==> config.mk <==
export PLATFORM = sky130hd
export DESIGN_NAME = dma_xfer_regs
export DESIGN_NICKNAME = d
export VERILOG_FILES = /design/src/rtl/dma_xfer_regs_pkg.sv /design/src/rtl/dma_xfer_addr_reg.sv /design/src/rtl/dma_xfer_count_reg.sv /design/src/rtl/dma_xfer_regs.sv
export SDC_FILE = /design/constraint.sdc
export NUM_CORES = 1
export LEC_CHECK = 0
export BUFFER_PORTS_ARGS = -buffer_cell sky130_fd_sc_hd__buf_2
export CAP_MARGIN = 15
export CORE_MARGIN = 4
export CORE_UTILIZATION = 35
export CTS_CLUSTER_SIZE = 16
export DETAILED_ROUTE_END_ITERATION = 8
export PLACE_DENSITY = 0.73
export SYNTH_ARGS = -nofsm -noshare
export SYNTH_HDL_FRONTEND = slang
export SYNTH_SLANG_ARGS = --single-unit
==> constraint.sdc <==
create_clock -name clk -period 1.95 [get_ports clk]
set_input_delay 0.195 -clock clk [delete_from_list [all_inputs] [get_ports clk]]
set_output_delay 0.195 -clock clk [all_outputs]
set_load 0.01 [all_outputs]
==> src/rtl/dma_xfer_regs_pkg.sv <==
// Package: shared control type for the DMA register block.
// Assumes nothing beyond a two-bit direction/enable pair per channel.
package dma_xfer_regs_pkg;
    // Direction and enable controls latched with the count.
    typedef struct packed {
        logic en;
        logic dir;
    } dma_ctl_t;
endpackage

==> src/rtl/dma_xfer_addr_reg.sv <==
// Module: DMA word address register, loaded through the bus address lines.
// A high select bit replaces the upper field and a low one replaces the lower field.
// Bit 0 is tied to zero because transfers are word aligned.
// Assumes the caller slices the bus address so that hi_src and lo_src line up with the fields.
module dma_xfer_addr_reg #(
    parameter int HI_W = 13,
    parameter int LO_W = 8
) (
    input  logic                  clk,
    input  logic                  rst_n,
    input  logic                  wr,
    input  logic                  sel_hi,
    input  logic [HI_W-1:0]       hi_src,
    input  logic [LO_W-1:0]       lo_src,
    output logic [HI_W+LO_W:0]    addr
);
    logic [HI_W-1:0] hi_q;
    logic [LO_W-1:0] lo_q;

    // Upper field: updated only by writes with the select bit high.
    always_ff @(posedge clk) begin
        if (!rst_n)
            hi_q <= '0;
        else if (wr && sel_hi)
            hi_q <= hi_src;
    end

    // Lower field: updated only by writes with the select bit low.
    always_ff @(posedge clk) begin
        if (!rst_n)
            lo_q <= '0;
        else if (wr && !sel_hi)
            lo_q <= lo_src;
    end

    // Join the two fields over a constant zero word-offset bit.
    assign addr = {hi_q, lo_q, 1'b0};
endmodule

==> src/rtl/dma_xfer_count_reg.sv <==
// Module: DMA transfer count with direction and enable controls.
// A write stores the data count field plus one, wrapping within CNT_W bits.
// Read data sets every bit above the count field to one.
// Assumes DW == CNT_W + 2: the direction bit sits just above the count and enable is the top bit.
module dma_xfer_count_reg
    import dma_xfer_regs_pkg::*;
#(
    parameter int CNT_W = 14,
    parameter int DW    = 16
) (
    input  logic             clk,
    input  logic             rst_n,
    input  logic             wr,
    input  logic [DW-1:0]    wdata,
    output logic [CNT_W-1:0] count,
    output dma_ctl_t         ctl,
    output logic [DW-1:0]    rdata
);
    localparam int DIR_BIT = CNT_W;
    localparam int EN_BIT  = CNT_W + 1;
    localparam int PAD_W   = DW - CNT_W;

    logic [CNT_W-1:0] cnt_q;
    dma_ctl_t         ctl_q;
    logic [CNT_W-1:0] load_val;

    // Increment applied at load time; the sum is truncated, so it wraps.
    assign load_val = wdata[CNT_W-1:0] + CNT_W'(1);

    // Count and control storage.
    always_ff @(posedge clk) begin
        if (!rst_n) begin
            cnt_q <= '0;
            ctl_q <= '0;
        end else if (wr) begin
            cnt_q     <= load_val;
            ctl_q.dir <= wdata[DIR_BIT];
            ctl_q.en  <= wdata[EN_BIT];
        end
    end

    assign count = cnt_q;
    assign ctl   = ctl_q;
    // Read path: the bits above the count always read as one.
    assign rdata = {{PAD_W{1'b1}}, cnt_q};
endmodule

==> src/rtl/dma_xfer_regs.sv <==
// Module: top of the DMA address/count register block.
// Routes the bus address fields to the address register and the data bus to the count register.
// Assumes one-cycle write strobes that have already been decoded from the register select.
module dma_xfer_regs
    import dma_xfer_regs_pkg::*;
#(
    parameter int BUS_AW  = 24,
    parameter int DW      = 16,
    parameter int CNT_W   = 14,
    parameter int DMA_AW  = 22,
    parameter int SEL_BIT = 14,
    parameter int LOW_MSB = 8
) (
    input  logic              clk,
    input  logic              rst_n,
    input  logic [BUS_AW-1:0] bus_addr,
    input  logic [DW-1:0]     bus_wdata,
    input  logic              addr_wr,
    input  logic              cnt_wr,
    output logic [DW-1:0]     cnt_rdata,
    output logic [DMA_AW-1:0] dma_addr,
    output logic [CNT_W-1:0]  dma_count,
    output logic              dma_dir,
    output logic              dma_en
);
    localparam int HI_W = DMA_AW - LOW_MSB - 1;
    localparam int LO_W = LOW_MSB;

    dma_ctl_t ctl;
    logic     unused_bus_bits;

    // These bus address bits never reach a register.
    assign unused_bus_bits = ^{bus_addr[BUS_AW-1:SEL_BIT+1], bus_addr[0]};

    dma_xfer_addr_reg #(.HI_W(HI_W), .LO_W(LO_W)) u_addr (
        .clk    (clk),
        .rst_n  (rst_n),
        .wr     (addr_wr),
        .sel_hi (bus_addr[SEL_BIT]),
        .hi_src (bus_addr[HI_W:1]),
        .lo_src (bus_addr[LO_W:1]),
        .addr   (dma_addr)
    );

    dma_xfer_count_reg #(.CNT_W(CNT_W), .DW(DW)) u_count (
        .clk   (clk),
        .rst_n (rst_n),
        .wr    (cnt_wr),
        .wdata (bus_wdata),
        .count (dma_count),
        .ctl   (ctl),
        .rdata (cnt_rdata)
    );

    assign dma_dir = ctl.dir;
    assign dma_en  = ctl.en;
endmodule

Word-level counts from Yosys, hierarchy flattened
Cells that the tools add are included.

storage, ports and cells
  register bits after elaboration = 37
  word-level logic and storage cells = 9
  input bits = 44

cells by class
  reduce and logical (&&, ||, !) cells = 3
  add/sub/neg operators = 1

operators with widths
  kind                                                             number
  14-bit by 1-bit adder with 14-bit output, second input constant  1
  1-bit logical AND                                                2
  1-bit logical NOT                                                1

Logic depth before layout (Yosys ltp)
  depth after elaboration = 2
  gate-level depth with buffers = 4
  gate-level depth less buffers = 4

By module
Synthesis repeated with hierarchy kept, for this count alone.

unflattened totals
  cell total of the unflattened synthesis = 207
  area, all modules = 1760.4 µm²

by module, submodules not included
  module              area an instance (µm²)  seq. area each (µm²)  times used  cells each
  dma_xfer_count_reg  924.6                   320.3                 1           110
  dma_xfer_addr_reg   835.8                   420.4                 1           97

Worst setup path before layout
No wires, ideal clock.

  path kind = input -> register
  start = input bus_wdata[0]
  end = register u_count.cnt_q[6], in the netlist u_count.count[6]
  data required time = 1859 ps
  stages on the path = 4
  data arrival time = 1097 ps
  path buffers = 0
  setup time = 91 ps
  path slack = 762 ps
  path through = ha_1 nand3_2 or3_1 a311oi_1

on the way
  cells in the longest elaborated chain, start to end = 1

ends and longest elaborated chain
  element                                   RTL line                  text
  start: declaration                        dma_xfer_regs.sv:17       input logic [DW-1:0] bus_wdata,
  14-bit by 1-bit adder with 14-bit output  dma_xfer_count_reg.sv:28  assign load_val = wdata[CNT_W-1:0] + CNT_W'(1);
  end signal: assignment                    dma_xfer_count_reg.sv:36  cnt_q <= load_val;
  end: declaration                          dma_xfer_count_reg.sv:23  logic [CNT_W-1:0] cnt_q;

Every way passes these cells.
A chain may end at the register's enable or synchronous reset.

Worst setup path after layout
  start = input bus_wdata[5]
  end = register u_count.cnt_q[13], in the netlist u_count.count[13]

The elaborated chain is that of the path after synthesis.

==> flow_summary.yaml <==
finish:
  instances_no_fill: 343
  fillers: 480
  nets: 321
  area_delta_synth_final_pct: 25.46
  final_common_cell: "buf_2"
  drive_above_1_share_pct: 34.42
  antenna_cells: 0
  mostFrequentLayoutCells: "buf_2, nand2_1, dfxtp_1, a21oi_1, o21ai_0"
  stdcell_area_um2: 2133
clock_tree:
  cts_made_buffers: 5
  cts_tree: "built"
  cts_resized: 0
  clk_pin_slew_worst_paths_ns: 0.07
  cts_root_buffer: "clkbuf_8"
  clk_latency_ns: 0.28
  post_cts_buffers: 0
  cts_hold_buf: 0
  cts_sinks: 37
  cts_max_path_buffers: 2
  ctsHtreeMaxLevel: 2
global_route:
  grt_pass1_wl_mm: 7.120
  grt_usage_pct: 14.60
  grt_pass1_vias: 1543
  grt-ovfl-total: 0
  antenna_found_initial: 0
  grt_max_degree: 27
worst_setup_path:
  crit_type: "input port to register"
  crit_slowest_cell: "or4_1"
  crit_arrival_ns: 1.46
  max_stage_delay_ns: 0.61
  cp_cell_sequence: "buf_2 -> nand4_1 -> or4_1 -> and3_1"
  reg2reg_depth: 3
  cp_max_fo: 12
  worst_setup_path_end_kind: "register"
  startpoint_type: "input port"
  required_ns: 2.13
worst_hold_path:
  min_path_cells: 3
  min_path_type: "input port to register"
pwr:
  comb_power_share_pct: 16.7
  ir_drop_v: 0.0002560
  switching_share_pct: 27.09
  internal_power_uw: 1194
  power.density_nw_per_um2: 767.8
  switchingPower_uw: 443.7
  p_clk_share_pct: 33.0
  p_seq_share_pct: 50.4
  cellLeakagePower_uw: 0.0009891
logic_synthesis:
  seq_area_frac_synth_pct: 43.56
  synth_top_family_by_area: "simple AND/OR/NAND/NOR gates"
  synth_compound_area_share_pct: 16.85
  synth_xor_area_share_pct: 1.545
  synth-simple-area-share_pct: 23.84
  ys_ff_latch: 37
  synth.avg_cell_area_um2: 8.059
  syn-cell-area_um2: 1700
  synth_adder_area_share_pct: 0.7358
  syn_inst: 211
  synth_cell_types: 33
  yosys-mux-area-fraction_pct: 1.766
  synth_warnings: 0
floorplan:
  die_area_um2: 6037
  die_height_um: 77.70
  core-area_um2: 4723
  io_pins: 98
  start_util_pct: 36.00
  die_x_um: 77.70
  rows: 25
timing:
  finClkSkew_ns: 0
  rsz0062_at_grt: "false"
  slew_headroom_pct: 62.80
  setup_viol: 0
  min_period_ns: 1.275
  clock.fmax_ghz: 0.7846
  worst_slew_pin_slew_ns: 0.5568
  period_share_pct: 65.36
  tns_ns: 0
  finalHoldViolCount: 0
  holdWs_ns: 0.1437
  slew_violations: 0
  setup_ws_ns: 0.6755
placement:
  gp_congestion: 0.8031
  dp.cells: 336
  hpwl_mm: 3.157
  dpl_cell_area_um2: 2047
  port_buffers: 84
  place_ws_ns: 0.3708
detailed_routing:
  drc_errors: 0
  dr.pass1.iters: 4
  drt-total-wl_mm: 4.286
  drtAntennaViolNets: 0
  num_vias: 1657
  wl_per_cell_um: 12.50
  vias_per_cell: 4.831
  first_iter_violations: 52
run_status:
  status: "finished clean"
job:
  max-cap-violations: 0
[power groups by stage]
stage	sequential (µW)	clock (µW)	combinational, µW
after floorplan	864	0	151
after global placement	841	0	272
after detailed placement	844	0	275
after CTS	827	561	276
after global routing	834	604	305
final	825	540	273
[worst paths after layout]
path / startpoint / endpoint / slack, ns
setup / recovery: bus_wdata[5] / u_count.count[13]$_SDFFE_PN0P_ / 0.68
hold / removal: bus_addr[9] / u_addr.hi_q[8]$_SDFFE_PN0P_ / 0.14
setup reg to reg: u_count.count[13]$_SDFFE_PN0P_ / u_count.count[13]$_SDFFE_PN0P_ / 1.18
hold reg to reg: u_addr.hi_q[5]$_SDFFE_PN0P_ / u_addr.hi_q[5]$_SDFFE_PN0P_ / 0.45
[metrics by stage]
stage                     utilization (%)  total power, µW
after floorplan                         -             1016
after global placement              43.34             1113
after detailed placement            43.34             1119
after CTS                           45.17             1664
after global routing                45.17             1743
final                               45.17             1638
[Yosys cell counts (all sizes together)]
cell type,n,area [µm²]
nand2,45,168.9
a211oi,2,15.01
o211ai,4,30.03
a31oi,3,18.77
or3,5,31.28
o21ai,10,50.05
and2,2,12.51
nand2b,1,6.260
mux2i,3,30.03
nor2b,2,12.51
nand4b,1,8.760
or4,4,30.03
a21oi,24,120.1
clkinv,1,3.750
inv,3,11.26
a32oi,4,35.03
nand3,9,50.05
a311oi,1,8.760
xnor2,2,17.52
nand4,4,37.53
conb,2,7.510
dfxtp,37,740.7
xor2,1,8.760
nor2,7,26.28
buf,20,142.6
o311ai,1,8.760
ha,1,12.51
and3,1,6.260
clkbuf,9,33.78
nand3b,2,15.01
[cell type report]
class,count,area [µm²],area share (%)
sequential,37,740.7,34.72
inverter,4,15.01,0.7038
timing repair buffer,86,435.4,20.41
tap,67,83.83,3.930
clock buffer,7,86.33,4.047
multi-input combinational,142,772.0,36.19
[worst max-delay path: cells and delay by family]
family,cells,cell delay [ns]
and+or+nand+nor,3,1.13
buffers and inverters,1,0.12
[sequential cells by signal (all words and copies together) (netlist names)]
signal,cells
u_addr.hi_q,13
u_addr.lo_q,8
u_count.count,14
u_count.ctl,2
[per-layer routing]
layer  track usage (%)  share of wire (%)
met1             17.00                 43
met2             24.57                 48
met3             3.712                4.9
met4             7.473                3.3
met5                 0                  0
[kinds of logic (layout without fill, tap and decap cells)]
family                   Yosys count  after routing
AND/OR/NAND/NOR                   83             83
multiplexers                       3              3
flip-flops                        37             37
AO/OA/AOI/OAI                     49             49
adder cells (fa/ha/maj)            1              1
other                              2              3
XOR/XNOR                           3              3
buffers and inverters             33             97
Power figures use the tool's default switching activity.
